<file path="src/rtl/gc_pkg.sv">
package gc_pkg;
  typedef struct packed {
    logic lvl0;  // current synced cp0
    logic lvl1;  // current synced cp1
    logic prv0;  // previous synced cp0
    logic prv1;  // previous synced cp1
  } pin_state_t;
endpackage

</file>
<file path="src/rtl/gc_pin_sync.sv">
module gc_pin_sync
  import gc_pkg::*;
#(
  parameter int unsigned STAGES = 2
) (
  input  logic       clk_i,
  input  logic       rst_ni,
  input  logic       cp0_i,
  input  logic       cp1_i,
  output pin_state_t st_o
);
  logic [STAGES-1:0] sh0_q, sh1_q;
  logic              prv0_q, prv1_q;

  generate
    if (STAGES == 1) begin : g_one
      always_ff @(posedge clk_i or negedge rst_ni)
        if (!rst_ni) begin
          sh0_q <= '0;
          sh1_q <= '0;
        end else begin
          sh0_q <= cp0_i;
          sh1_q <= cp1_i;
        end
    end else begin : g_many
      always_ff @(posedge clk_i or negedge rst_ni)
        if (!rst_ni) begin
          sh0_q <= '0;
          sh1_q <= '0;
        end else begin
          sh0_q <= {sh0_q[STAGES-2:0], cp0_i};
          sh1_q <= {sh1_q[STAGES-2:0], cp1_i};
        end
    end
  endgenerate

  always_ff @(posedge clk_i or negedge rst_ni)
    if (!rst_ni) begin
      prv0_q <= 1'b0;
      prv1_q <= 1'b0;
    end else begin
      prv0_q <= sh0_q[STAGES-1];
      prv1_q <= sh1_q[STAGES-1];
    end

  assign st_o = '{lvl0: sh0_q[STAGES-1], lvl1: sh1_q[STAGES-1],
                  prv0: prv0_q, prv1: prv1_q};
endmodule

</file>
<file path="src/rtl/gc_event.sv">
module gc_event
  import gc_pkg::*;
(
  input  pin_state_t st_i,
  output logic       evt_o
);
  logic rise0_ok, fall1_ok;
  // enable level is taken from the sample before the transition
  assign rise0_ok = st_i.lvl0 & ~st_i.prv0 & st_i.prv1;
  assign fall1_ok = ~st_i.lvl1 & st_i.prv1 & ~st_i.prv0;
  assign evt_o    = rise0_ok | fall1_ok;
endmodule

</file>
<file path="src/rtl/gc_clear_sync.sv">
module gc_clear_sync #(
  parameter int unsigned STAGES = 2
) (
  input  logic clk_i,
  input  logic rst_ni,
  input  logic mr_i,
  output logic run_o
);
  logic              arst;
  logic [STAGES-1:0] rel_q;

  assign arst = mr_i | ~rst_ni;

  generate
    if (STAGES == 1) begin : g_one
      always_ff @(posedge clk_i or posedge arst)
        if (arst) rel_q <= '0;
        else      rel_q <= 1'b1;
    end else begin : g_many
      always_ff @(posedge clk_i or posedge arst)
        if (arst) rel_q <= '0;
        else      rel_q <= {rel_q[STAGES-2:0], 1'b1};
    end
  endgenerate

  assign run_o = rel_q[STAGES-1];
endmodule

</file>
<file path="src/rtl/gc_channel.sv">
module gc_channel
  import gc_pkg::*;
#(
  parameter int unsigned CNT_W       = 4,
  parameter int unsigned SYNC_STAGES = 2
) (
  input  logic             clk_i,
  input  logic             rst_ni,
  input  logic             cp0_i,
  input  logic             cp1_i,
  input  logic             mr_i,
  output logic [CNT_W-1:0] q_o
);
  pin_state_t       st;
  logic             evt, run;
  logic [CNT_W-1:0] cnt_q;

  gc_pin_sync #(.STAGES(SYNC_STAGES)) u_sync (
    .clk_i(clk_i), .rst_ni(rst_ni), .cp0_i(cp0_i), .cp1_i(cp1_i), .st_o(st)
  );

  gc_event u_evt (.st_i(st), .evt_o(evt));

  gc_clear_sync #(.STAGES(SYNC_STAGES)) u_clr (
    .clk_i(clk_i), .rst_ni(rst_ni), .mr_i(mr_i), .run_o(run)
  );

  always_ff @(posedge clk_i or negedge run)
    if (!run)     cnt_q <= '0;
    else if (evt) cnt_q <= cnt_q + 1'b1;

  assign q_o = cnt_q;

  assert_clear_R8: assert property (@(posedge clk_i) disable iff (!rst_ni)
    mr_i |-> cnt_q == '0);

  assert_release_R9: assert property (@(posedge clk_i) disable iff (!rst_ni)
    $fell(mr_i) |-> !run);

  // single step with wrap, covers R2 R3 R5 R6
  assert_step_R5: assert property (@(posedge clk_i) disable iff (!rst_ni || mr_i)
    (run && evt) |=> cnt_q == $past(cnt_q) + 1'b1);

  assert_idle_R4: assert property (@(posedge clk_i) disable iff (!rst_ni || mr_i)
    (run && !evt) |=> $stable(cnt_q));
endmodule

</file>
<file path="src/rtl/gated_count_dual.sv">
module gated_count_dual #(
  parameter int unsigned N_CH        = 2,
  parameter int unsigned CNT_W       = 4,
  parameter int unsigned SYNC_STAGES = 2
) (
  input  logic                  clk_i,
  input  logic                  rst_ni,
  input  logic [N_CH-1:0]       cp0_i,
  input  logic [N_CH-1:0]       cp1_i,
  input  logic [N_CH-1:0]       mr_i,
  output logic [N_CH*CNT_W-1:0] q_o
);
  for (genvar c = 0; c < N_CH; c++) begin : g_ch
    gc_channel #(.CNT_W(CNT_W), .SYNC_STAGES(SYNC_STAGES)) u_ch (
      .clk_i (clk_i),
      .rst_ni(rst_ni),
      .cp0_i (cp0_i[c]),
      .cp1_i (cp1_i[c]),
      .mr_i  (mr_i[c]),
      .q_o   (q_o[c*CNT_W +: CNT_W])
    );
  end
endmodule

</file>
<file path="config.mk">
export PLATFORM = sky130hd
export DESIGN_NAME = gated_count_dual
export DESIGN_NICKNAME = d
export VERILOG_FILES = /design/src/rtl/gc_pkg.sv /design/src/rtl/gc_pin_sync.sv /design/src/rtl/gc_event.sv /design/src/rtl/gc_clear_sync.sv /design/src/rtl/gc_channel.sv /design/src/rtl/gated_count_dual.sv
export SDC_FILE = /design/constraint.sdc
export NUM_CORES = 1
export LEC_CHECK = 0
export BUFFER_PORTS_ARGS = -buffer_cell sky130_fd_sc_hd__buf_2
export CAP_MARGIN = 20
export CORE_AREA = 2 2 44 46
export CTS_CLUSTER_SIZE = 28
export DETAILED_ROUTE_END_ITERATION = 8
export DIE_AREA = 0 0 46 48
export GPL_ROUTABILITY_DRIVEN = 0
export PLACE_DENSITY = 0.71
export SETUP_SLACK_MARGIN = 0.1
export SLEW_MARGIN = 20
export SYNTH_ARGS = -nofsm -noshare
export SYNTH_HDL_FRONTEND = slang
export SYNTH_SLANG_ARGS = --single-unit
</file>
<file path="constraint.sdc">
create_clock -name clk_i -period 0.8 [get_ports clk_i]
set_input_delay 0.08 -clock clk_i [delete_from_list [all_inputs] [get_ports clk_i]]
set_output_delay 0.08 -clock clk_i [all_outputs]
set_load 0.02 [all_outputs]
</file>
Word level (Yosys, flattened, before mapping)
Index checks and enable logic that the tools add are counted.
- $add $sub $neg: 2
- bitwise gates (word level): 17
- operators with widths (cell ; count):
    adder 4 x 1 -> 4 bit (second input constant) ; 2
    AND 1 bit ; 8
    inverter 1 bit ; 5
    OR 1 bit ; 4
- register bits: 24
- input port bits: 8
- output and inout port bits: 8

Depth between registers and ports, before layout
- depth in word-level cells: 4
- depth in mapped cells: 3

By module
Synthesis repeated with hierarchy kept, for this count alone.
- cells, all modules: 54
- area, all modules: 868.3 um^2
- by module, submodules not included (module ; times used ; cells an instance ; area an instance (um^2)):
    gc_pin_sync ; 2 ; 10 ; 180.2
    gc_channel ; 2 ; 11 ; 160.2
    gc_clear_sync ; 2 ; 4 ; 67.6
    gc_event ; 2 ; 2 ; 26.3

Worst setup path after synthesis
Ideal clock, no wire load.
- path kind: register -> register
- from: reg g_ch[0].u_ch.cnt_q[0]
- to: reg g_ch[0].u_ch.cnt_q[1]
- setup time: 0.128 ns
- data arrival time: 1.050 ns
- data required time: 0.672 ns
- path slack: -0.378 ns
- cell stages (with the launch flop): 3
- path buffers: 0
- period minus slack after synthesis: 1.178 ns
- cell sequence: dfrtp_1 > ha_1 > mux2_1
- longest elaborated chain between the ends: 1
- RTL lines (element ; RTL line ; text):
    start: declaration ; gc_channel.sv:16 ; logic [CNT_W-1:0] cnt_q;
    start signal: assignment ; gc_channel.sv:30 ; else if (evt) cnt_q <= cnt_q + 1'b1;
    adder 4 x 1 -> 4 bit ; gc_channel.sv:30 ;
No other way between the ends.
A chain may end at the register's enable or synchronous reset.

Worst setup path in the final report
- from: reg g_ch[1].u_ch.u_sync.sh1_q[1]
- to: reg g_ch[1].u_ch.cnt_q[1]
- longest elaborated chain between the ends: 4
- RTL lines (element ; RTL line ; text):
    start: declaration ; gc_pin_sync.sv:12 ; logic [STAGES-1:0] sh0_q, sh1_q;
    start signal: assignment ; gc_pin_sync.sv:32 ; sh1_q <= {sh1_q[STAGES-2:0], cp1_i};
    inverter 1 bit ; gc_event.sv:10 ; assign fall1_ok = ~st_i.lvl1 & st_i.prv1 & ~st_i.prv0;
    AND 1 bit (2 in series) ; gc_event.sv:10 ;
    OR 1 bit ; gc_event.sv:11 ; assign evt_o = rise0_ok | fall1_ok;
    end signal: assignment ; gc_channel.sv:30 ;
    end: declaration ; gc_channel.sv:16 ;
No other way between the ends.

==> impl_metrics.csv <==
group,metric,value,unit
run_status,status,"complete, but fails checks",
run_status,violations,"setup timing",
power_and_ir_drop,clkPwrFrac,15.9,%
die,die_width,46,microns
sta,hold_viol_final,0,
die,ios,16,
global_routing,grt-ovfl-total,0,
power_and_ir_drop,combPwrFrac,38.4,%
critical_path,r2r_cells,3,
clocking,worst_skew_pair.late_latency,300,ps
layout,layout.nets,101,
routing,drt-initial-drc-count,2,
sta,setup_ws,-367,ps
power_and_ir_drop,p_int,2.66,mW
synthesis,synth_seq_cells,24,
synthesis,synth_edf_count,0,
critical_path,crit_slowest_cell,"dfrtp_1",
routing,post_drt_wl_per_cell,12.1,microns
layout,antennaDiodeCount,0,
clocking,cts.clk_slew.worst_paths,120,ps
critical_path,cp-endpoint,"g_ch[1].u_ch.q_o[1]",
power_and_ir_drop,p_sw_share,31.0,%
clocking,cts_made_buffers,3,
routing,num_vias,502,
clocking,cts_buffer_depth,2,
die,rows,15,
sta,setup_viol,16,
critical_path,endpoint_kind,"flip-flop",
routing,routed_wl,1.29,mm
global_routing,grt_pass1_vias,508,
critical_path,r2r_start,"g_ch[1].u_ch.u_sync.sh1_q[1]",
die,dieArea,2210,sq um
sta,slew_violations,0,
global_routing,grt_pass1_wl,2.10,mm
critical_path,setup.worst_path.class,"flip-flop to flip-flop",
layout,synthToLayoutAreaGrowth,51.9,%
layout,drive_gt1_share,57.8,%
critical_path,crit_start,"g_ch[1].u_ch.u_sync.sh1_q[1]",
critical_path,crit_chain,"nor2b_4, nor3b_2, mux2_1",
routing,first_pass_iters,3,
synthesis,yosys-top-cells-count,"dfrtp_1, xor2_1",
routing,antenna_left,0,
synthesis,synth_most_common_cell,"dfrtp_1",
sta,period_share,146,%
critical_path,reg2reg_to,"g_ch[1].u_ch.q_o[1]",
synthesis,synth.avg_cell_area,17.8,sq um
power_and_ir_drop,total_power,3.85,mW
power_and_ir_drop,p_leak,0.602,nW
placed_design,pre_cts_ws,-408,ps
synthesis,synth_cell_types,11,
clocking,cts.sinks,24,
global_routing,grt_max_degree,14,
placed_design,dpl_cell_area,1020,sq um
clocking,clock_tree.root_cell,"clkbuf_4",
power_and_ir_drop,p_sw,1.19,mW
placed_design,dp_hpwl,888,microns
power_and_ir_drop,power_density,3040,nW/um^2
routing,via_per_inst,4.69,
synthesis,async_reset_ff_share,100,%
routing,drc,0,
worst_hold_path,hold_class,"flip-flop to asynchronous set/reset pin",
flow_run,maxCapViolations,0,
synthesis,seq_area_frac_synth,72.0,%
critical_path,arrival,1370,ps
sta,min_period,1170,ps
synthesis,synthesis.area,835,sq um
global_routing,antenna_found_initial,0,
sta,worst_clock_skew,3.66,ps
critical_path,ff2ff_setup_slack,-370,ps
synthesis,ys_warn_count,0,
synthesis,synth_top_area_share,72.0,%
synthesis,synth_area_leaders,"dfrtp_1, xor2_1, nor4b_2",
power_and_ir_drop,vdd_ir_drop_max,2.01,mV
synthesis,synthFlopType,"dfrtp_1",
sta,rsz0062_at_grt,"true",
sta,hold_slack,69.9,ps
die,core,1690,sq um
layout,nFillCells,111,
critical_path,max_stage_delay,400,ps
die,start_util,49.4,%
synthesis,netlist_instances,47,
power_and_ir_drop,seq_power_share,45.7,%
clocking,cts_tree,"built",
critical_path,crit_fanout,3,
global_routing,grt_usage,14.3,%
layout,fin_area,1270,sq um
critical_path,cp-start-kind,"flip-flop",
synthesis,synth_top_area_cell,"dfrtp_1",
die,die_height,48,microns
placed_design,port_buffers,15,
critical_path,cp.required,1000,ps
sta,fmax,857,MHz
clocking,htree_levels,1,
-- cells in the final DEF (no fill, tap or decap) --
| cell type | n |
|---|---|
| and4bb_2 | 2 |
| buf_2 | 7 |
| buf_4 | 13 |
| buf_6 | 11 |
| clkbuf_4 | 3 |
| clkbuf_8 | 1 |
| conb_1 | 2 |
| dfrtp_1 | 18 |
| dfrtp_2 | 6 |
| dlygate4sd3_1 | 7 |
| ha_2 | 1 |
| ha_4 | 1 |
| mux2_1 | 2 |
| nand3_1 | 1 |
| nand3_2 | 1 |
| nor2b_1 | 2 |
| nor2b_4 | 2 |
| nor3b_2 | 2 |
| nor4b_4 | 2 |
| xor2_1 | 6 |
-- layout make-up --
cell class	count	area, sq um	area share, %
sequential	24	608	48.0
timing repair buffer	38	327	25.8
multi-input combinational	24	275	21.7
clock buffer	4	36.3	2.86
tap	17	21.3	1.68
-- cell families after synthesis --
| group | share of synthesized area, % |
|---|---|
| flip-flops | 72.0 |
| other | 0.449 |
| XOR/XNOR | 6.30 |
| multiplexers | 2.70 |
| AND/OR/NAND/NOR | 15.6 |
| adder cells (fa/ha/maj) | 3.00 |
-- stage by stage --
| stage | TNS [ps] | utilization, % | cells |
|---|---|---|---|
| 2_1_floorplan | -1870 | - | 48 |
| 4_1_cts | -4170 | 74.4 | 107 |
| 5_1_grt | -4760 | 75.0 | 107 |
| 3_3_place_gp | -2160 | 60.5 | 90 |
| 3_5_place_dp | -2320 | 60.5 | 90 |
| 6_report | -3980 | 75.0 | 107 |
-- critical path: cells and delay by family (launching register included) --
family	cells	cell delay, ps
simple gates	2	340
flops	1	400
mux	1	330
-- worst min-delay path by stage --
stage	to	slack [ps]	cells after the start
finish	g_ch[1].u_ch.q_o[0]	70	0
global route	g_ch[1].u_ch.q_o[0]	90	0
CTS	g_ch[1].u_ch.q_o[3]	80	0
detailed placement	g_ch[1].u_ch.u_clr.rel_q[0]	4	2
global placement	g_ch[1].u_ch.u_clr.rel_q[0]	-2	2
floorplan	g_ch[0].u_ch.u_sync.prv0_q	-220	0
-- state kept, by name, summed over array words and instances (netlist names) --
register	cells
g_ch.u_ch.u_sync.sh1_q	4
g_ch.u_ch.u_sync.prv1_q	2
g_ch.u_ch.q_o	8
g_ch.u_ch.u_sync.sh0_q	4
g_ch.u_ch.u_sync.prv0_q	2
g_ch.u_ch.u_clr.rel_q	4
-- layer usage --
metal | global-route usage, % | wire length [microns] | vias to the layer above
met5 | 0 | 0 | -
met4 | 8.57 | 18 | 0
met3 | 2.26 | 36 | 2
met2 | 24.2 | 657 | 12
met1 | 17.2 | 579 | 245
li1 | - | - | 243
-- power groups by stage --
stage          Sequential (mW)  Combinational, mW  Clock (mW)
2_1_floorplan             1.97              0.264           0
3_3_place_gp              1.70              0.988           0
3_5_place_dp              1.72               1.00           0
4_1_cts                   1.74               1.47       0.644
5_1_grt                   1.80               1.60       0.693
6_report                  1.76               1.48       0.614
-- what timing repair did --
item / 4_1_cts / 5_1_grt
hold endpoints to repair: 20 / 0
hold buffers: 7 / 0
gates resized for setup: 22 / 1
pin swaps: 10 / 5
buffers inserted: 6 / 0
cloned: 0 / 0
setup endpoints to repair: 16 / 16
(Power assumes the default switching activity.)
